`config.mk`:
```
export PLATFORM = sky130hd
export DESIGN_NAME = dual_hw_mac
export DESIGN_NICKNAME = d
export VERILOG_FILES = /design/src/rtl/dual_hw_mac_pkg.sv /design/src/rtl/hw_product_pair.sv /design/src/rtl/product_combiner.sv /design/src/rtl/dual_hw_mac.sv
export SDC_FILE = /design/constraint.sdc
export NUM_CORES = 2
export LEC_CHECK = 0
export ABC_AREA = 0
export BUFFER_PORTS_ARGS = -buffer_cell sky130_fd_sc_hd__buf_2
export CAP_MARGIN = 20
export CORE_MARGIN = 1
export CORE_UTILIZATION = 37
export CTS_CLUSTER_SIZE = 25
export DETAILED_ROUTE_END_ITERATION = 16
export GPL_TIMING_DRIVEN = 0
export PLACE_DENSITY_LB_ADDON = 0.15
export SYNTH_ARGS = -nofsm -noshare
export SYNTH_HDL_FRONTEND = slang
export SYNTH_SLANG_ARGS = --single-unit
```
`constraint.sdc`:
```
create_clock -name clk -period 19.6 [get_ports clk]
set_input_delay 2.94 -clock clk [delete_from_list [all_inputs] [get_ports clk]]
set_output_delay 2.94 -clock clk [all_outputs]
set_load 0.1 [all_outputs]
```
`src/rtl/dual_hw_mac_pkg.sv`:
```
package dual_hw_mac_pkg;

    localparam int HALF_W = 16;
    localparam int WORD_W = 2 * HALF_W;
    localparam int PROD_W = 2 * HALF_W;
    localparam int EXT_W  = PROD_W + 1;

    typedef logic signed [HALF_W-1:0] half_t;
    typedef logic signed [PROD_W-1:0] prod_t;
    typedef logic signed [EXT_W-1:0]  ext_t;

    typedef struct packed {
        half_t hi;
        half_t lo;
    } pair_t;

    typedef enum logic {
        COMB_SUM  = 1'b0,
        COMB_DIFF = 1'b1
    } combine_e;

    function automatic pair_t swap_halves(input pair_t p);
        pair_t r;
        r.hi = p.lo;
        r.lo = p.hi;
        return r;
    endfunction

    function automatic ext_t sign_extend(input prod_t p);
        return {p[PROD_W-1], p};
    endfunction

endpackage

```
`src/rtl/hw_product_pair.sv`:
```
module hw_product_pair
    import dual_hw_mac_pkg::*;
(
    input  pair_t a,
    input  pair_t b,
    input  logic  xchg,
    output prod_t p_lo,
    output prod_t p_hi
);
    localparam int LANES = 2;

    pair_t b_sel;
    half_t a_lane [LANES];
    half_t b_lane [LANES];
    prod_t p_lane [LANES];

    assign b_sel     = xchg ? swap_halves(b) : b;
    assign a_lane[0] = a.lo;
    assign a_lane[1] = a.hi;
    assign b_lane[0] = b_sel.lo;
    assign b_lane[1] = b_sel.hi;

    for (genvar i = 0; i < LANES; i++) begin : g_lane
        assign p_lane[i] = a_lane[i] * b_lane[i];
    end

    assign p_lo = p_lane[0];
    assign p_hi = p_lane[1];
endmodule

```
`src/rtl/product_combiner.sv`:
```
module product_combiner
    import dual_hw_mac_pkg::*;
(
    input  prod_t    p_lo,
    input  prod_t    p_hi,
    input  combine_e how,
    output logic [WORD_W-1:0] word,
    output logic     ovf
);
    ext_t lo_x, hi_x, exact;

    assign lo_x  = sign_extend(p_lo);
    assign hi_x  = sign_extend(p_hi);
    assign exact = (how == COMB_DIFF) ? (lo_x - hi_x) : (lo_x + hi_x);
    assign word  = exact[WORD_W-1:0];
    assign ovf   = exact[EXT_W-1] ^ exact[EXT_W-2];
endmodule

```
`src/rtl/dual_hw_mac.sv`:
```
module dual_hw_mac
    import dual_hw_mac_pkg::*;
(
    input  logic        clk,
    input  logic        rst,
    input  logic        in_valid,
    input  logic [31:0] op_a,
    input  logic [31:0] op_b,
    input  logic        mode_sub,
    input  logic        xchg,
    input  logic        flag_clr,
    output logic        out_valid,
    output logic [31:0] result,
    output logic        ovf_sticky
);
    prod_t              p_lo, p_hi;
    logic [WORD_W-1:0]  comb_word;
    logic               comb_ovf;
    combine_e           how;

    assign how = mode_sub ? COMB_DIFF : COMB_SUM;

    hw_product_pair u_prod (
        .a    (pair_t'(op_a)),
        .b    (pair_t'(op_b)),
        .xchg (xchg),
        .p_lo (p_lo),
        .p_hi (p_hi)
    );

    product_combiner u_comb (
        .p_lo (p_lo),
        .p_hi (p_hi),
        .how  (how),
        .word (comb_word),
        .ovf  (comb_ovf)
    );

    always_ff @(posedge clk) begin
        if (rst) begin
            out_valid  <= 1'b0;
            result     <= '0;
            ovf_sticky <= 1'b0;
        end else begin
            out_valid <= in_valid;
            if (in_valid)
                result <= comb_word;
            if (in_valid && comb_ovf)
                ovf_sticky <= 1'b1;
            else if (flag_clr)
                ovf_sticky <= 1'b0;
        end
    end

    AST_VALID_FOLLOWS: assert property (@(posedge clk) disable iff (rst)
        in_valid |=> out_valid);
    AST_VALID_DROPS: assert property (@(posedge clk) disable iff (rst)
        !in_valid |=> !out_valid);
    AST_STICKY_HOLDS: assert property (@(posedge clk) disable iff (rst)
        (ovf_sticky && !flag_clr) |=> ovf_sticky);
    AST_CLEAR_WORKS: assert property (@(posedge clk) disable iff (rst)
        (flag_clr && !(in_valid && comb_ovf)) |=> !ovf_sticky);
    AST_NO_OVERFLOW: assert property (@(posedge clk) disable iff (rst)
        (in_valid && mode_sub && !ovf_sticky) |=> !ovf_sticky);
    AST_RESULT_HOLDS: assert property (@(posedge clk) disable iff (rst)
        !in_valid |=> $stable(result));
    AST_IDLE_NO_SET: assert property (@(posedge clk) disable iff (rst)
        (!in_valid && !ovf_sticky) |=> !ovf_sticky);
endmodule

```
* After elaboration in Yosys (flattened, before gate mapping)
Cells that the tools add are included.
** Operators by class
- $add $sub $neg :: 2
- Multipliers :: 2
- Multiplexer cells :: 5
- Bitwise operators :: 1
- Reduce and logical (&&, ||, !) cells :: 2
** Operators with widths (count)
- $mul A16 B16 Y32 :: 2
- $add A32 B32 Y33 :: 1
- $mux W33 :: 1
- $sub A32 B32 Y33 :: 1
- $mux W32 :: 1
- $mux W1 :: 3
- $reduce_bool A2 Y1 :: 1
- $logic_and A1 B1 Y1 :: 1
- $xor A1 B1 Y1 :: 1
** Word-level totals
- Register bits :: 34
- Output and inout port bits :: 34
- Logic and storage cells :: 15

* Depth between registers and ports, before layout
- Depth after elaboration :: 7
- Depth in mapped cells :: 41

* Modules after synthesis
From an unflattened synthesis, not the netlist that was laid out.
** Second synthesis, totals
- Cells, all modules :: 2645
- Area total of the unflattened synthesis :: 23583.9 um^2
** By module, submodules not included
- hw_product_pair :: times used 1, cells an instance 2190, area each 19990.4 um^2, sequential area each 0.0 um^2
- product_combiner :: times used 1, cells an instance 345, area each 2362.3 um^2, sequential area each 0.0 um^2
- dual_hw_mac :: times used 1, cells an instance 110, area each 1231.2 um^2, sequential area each 680.7 um^2

* Least setup slack after synthesis
Ideal clock, no wire load.
- Path kind :: input -> register
- Start point :: input port xchg
- End point :: register ovf_sticky
- Data arrival time :: 11.947 ns
- Data required time :: 19.481 ns
- Slack :: 7.534 ns
- Stages :: 39
- Path through :: clkbuf_1 > buf_1 > clkbuf_1 > mux2_2 > clkbuf_1 > nand2_1 > fa_1 > inv_1 > fa_1 > inv_1 > fa_1 > inv_1 > fa_1 > fa_1 > inv_1 > fa_1 > inv_1 > ha_1 > [... 3 more ...] > a21oi_1 > a221oi_1 > xnor2_1 > nor4_1 > o21a_1 > o21ai_0 > xnor2_1 > ha_1 > o21ai_0 > nand2b_1 > nand3_1 > o311a_1 > a21oi_1 > a21o_1 > a21oi_1 > xnor2_1 > xnor3_1 > a22o_1
** On the way
- Longest elaborated chain between the ends :: 7
** Ends and longest elaborated chain
- from (decl) :: line dual_hw_mac.sv:10 : input logic xchg,
- $mux W32 * :: line hw_product_pair.sv:17 : assign b_sel = xchg ? swap_halves(b) : b;
- $mul A16 B16 Y32 :: line hw_product_pair.sv:24 : assign p_lane[i] = a_lane[i] * b_lane[i];
- $add A32 B32 Y33 or $sub A32 B32 Y33 (tied branches) :: line product_combiner.sv:14 : assign exact = (how == COMB_DIFF) ? (lo_x - hi_x) : (lo_x + hi_x);
- $mux W33 * :: line product_combiner.sv:14
- $xor A1 B1 Y1 * :: line product_combiner.sv:16 : assign ovf = exact[EXT_W-1] ^ exact[EXT_W-2];
- $logic_and A1 B1 Y1 * :: line dual_hw_mac.sv:48 : if (in_valid && comb_ovf)
- $mux W1 or $reduce_bool A2 Y1 (tied branches)
- to (signal assigned) :: line dual_hw_mac.sv:43 : ovf_sticky <= 1'b0;
- to (signal assigned) :: line dual_hw_mac.sv:49 : ovf_sticky <= 1'b1;
- to (signal assigned) :: line dual_hw_mac.sv:51 : ovf_sticky <= 1'b0;
- to (decl) :: line dual_hw_mac.sv:14 : output logic ovf_sticky
Every way passes the cells marked *; elsewhere a longest branch is shown, timed or not.
A chain may end at the register's enable or synchronous reset.

* Worst setup path in the final report
Same ends and word-level chain as after synthesis.

==> impl_metrics.env <==
export IMPL_outcome="finished clean"
export IMPL_synth_net_count=3474
export IMPL_cpMaxStageDelayCell="buf_1"
export IMPL_core_area_um2=63100
export IMPL_first_pass_iters=5
export IMPL_final_cell_mix="inv_1, fa_1, nand2_1"
export IMPL_crit_top_cell="fa_1"
export IMPL_multiInputGateArea_um2=20400
export IMPL_root_buffer="clkbuf_16"
export IMPL_ios=104
export IMPL_max_cap_violations=0
export IMPL_fin_skew_ns=0
export IMPL_synth_edf_count=0
export IMPL_synth_cells=2680
export IMPL_track_usage_pct=21.9
export IMPL_die_area_um2=64800
export IMPL_vias_per_cell=4.95
export IMPL_cts_made_buffers=5
export IMPL_syn_avg_cell_area_um2=8.81
export IMPL_tns_ns=0
export IMPL_tightest_slew_ns=0.937
export IMPL_first_global_vias=18900
export IMPL_finalWeightedCongestion=0.890
export IMPL_postCtsHoldBufs=0
export IMPL_ys_seq_area_share_pct=2.88
export IMPL_cp_start_kind="input port"
export IMPL_vias=18000
export IMPL_critPathRequiredTime_ns=19.78
export IMPL_crit_path_end_kind="flip-flop"
export IMPL_initial_core_util_pct=37.4
export IMPL_fin_crit_sh_pct=69.8
export IMPL_rsz0062_at_grt="false"
export IMPL_synth_cell_type_count=72
export IMPL_fill_cells=6539
export IMPL_max_freq_mhz=73.1
export IMPL_cp_slowest_stage_delay_ns=0.64
export IMPL_die_h_um=255
export IMPL_fin_crit_ns=13.68
export IMPL_avgRoutedWirePerCell_um=18.4
export IMPL_fin_nets=3588
export IMPL_drive_gt1_share_pct=6.41
export IMPL_antenna_found_initial=3
export IMPL_ys_ff_latch=34
export IMPL_antenna_left=0
export IMPL_grt_pass1_wl_mm=108
export IMPL_cts_tree="built"
export IMPL_cts_setup_buffers=0
export IMPL_ctsLongestPathBuffers=2
export IMPL_yosys_top_cells_area="fa_1, ha_1, inv_1"
export IMPL_setup_violations=0
export IMPL_clk_pin_slew_ns=0.06
export IMPL_grt_max_degree=13
export IMPL_ctsResizeCount=0
export IMPL_wl_mm=67.0
export IMPL_worstPathMaxFanout=10
export IMPL_yosysTopAreaCellShare_pct=44.5
export IMPL_hold_class="reg -> reg"
export IMPL_utilization_pct=40.2
export IMPL_yosysWarnings=0
export IMPL_setup_worst_path_class="in -> reg"
export IMPL_crit_arrival_ns=13.86
export IMPL_synth_top_family_by_area="adder cells"
export IMPL_grt_overflow=0
export IMPL_cts_sinks=34
export IMPL_rows=92
export IMPL_fin_cells=3641
export IMPL_regArea_um2=681
export IMPL_dp_slack_ns=5.68
export IMPL_synth_simple_area_share_pct=16.2
export IMPL_post_dp_hpwl_mm=59.6
export IMPL_area_growth_pct=7.50
export IMPL_synth_ff_type="dfxtp_1"
export IMPL_fp_dieW_um=255
export IMPL_drc=0
export IMPL_worst_slack_ns=5.92
export IMPL_timing_hold_violations_final=0
export IMPL_yosys_area_top_type="fa_1"
export IMPL_clock_latency_ns=0.28
export IMPL_final_common_cell="inv_1"
export IMPL_muxShareOfSynthArea_pct=2.45
export IMPL_htreeDepth=2
export IMPL_synthArstFlopShare_pct=0
export IMPL_synthXorXnorAreaFrac_pct=4.72
export IMPL_portBuffers=100
export IMPL_synth_adder_area_share_pct=55.1
export IMPL_drv_slew=0
export IMPL_drt_initial_drc_count=1128
export IMPL_synth_compound_area_share_pct=7.73
export IMPL_synth_area_um2=23600
export IMPL_dp_cells=3633
export IMPL_relSlewSlack_pct=35.7
## worst paths after layout
| kind | start | to | slack [ns] | depth (start not counted) |
|---|---|---|---|---|
| worst max-delay path | xchg | ovf_sticky$_SDFFE_PP0P_ | 5.92 | 40 |
| worst min-delay path | ovf_sticky$_SDFFE_PP0P_ | ovf_sticky$_SDFFE_PP0P_ | 0.48 | 1 |
| worst max register to register | result[7]$_SDFFE_PP0P_ | result[7]$_SDFFE_PP0P_ | 18.77 | 3 |
| worst min register to register | ovf_sticky$_SDFFE_PP0P_ | ovf_sticky$_SDFFE_PP0P_ | 0.48 | 1 |
## per-stage QoR
stage                     hold WS (ns)  instance area [µm²]
after floorplan                  0.905                23600
after detailed placement         0.453                25200
after CTS                        0.478                25400
after global placement           0.456                25200
final                            0.475                25400
after global routing             0.495                25400
## cell type report
cell class,instances,share of cell area (%)
antenna,1,0.00986
tap,846,4.17
clock buffer,5,0.493
timing repair buffer,107,2.22
sequential,34,2.68
clock inverter,2,0.0394
multi-input combinational,1962,80.2
inverter,592,8.75
buffer,92,1.39
## registers in the layout (all words and copies together) (netlist names)
| register | flops |
|---|---|
| out_valid | 1 |
| result | 32 |
| ovf_sticky | 1 |
## Yosys cell counts (23+ instances only)
library cell	n
inv_1	592
fa_1	525
nand2_1	284
ha_1	199
nor2_1	127
and2_1	119
nor2b_1	117
xnor2_1	86
clkbuf_1	84
a21oi_1	78
o21ai_0	47
a21o_1	36
xor2_1	36
dfxtp_1	34
mux2i_1	32
nand2b_1	30
nor3_1	25
mux2_2	23
## critical path: cells and delay by family
family          cells  cell delay, ns
fa+ha+maj           8            3.67
compound gates     12            2.26
simple gates        6            1.42
xor+xnor            3            0.73
mux                 1            0.48
buf+inv            10            2.32
## per-layer routing
| layer | share of wire (%) | global-route usage, % |
|---|---|---|
| met3 | 5.2 | 2.29 |
| met1 | 48 | 33.1 |
| met4 | 2.1 | 4.09 |
| met5 | 0 | 0 |
| met2 | 45 | 34.1 |
## cell families after synthesis
group,Yosys count
simple gates,782
fa+ha+maj,724
buf+inv,684
compound gates,277
xor+xnor,124
mux,55
flops,34
Power is left out: the tool's default activity adds up to more than one toggle a clock period on the data nets, which glitch-free logic cannot reach.
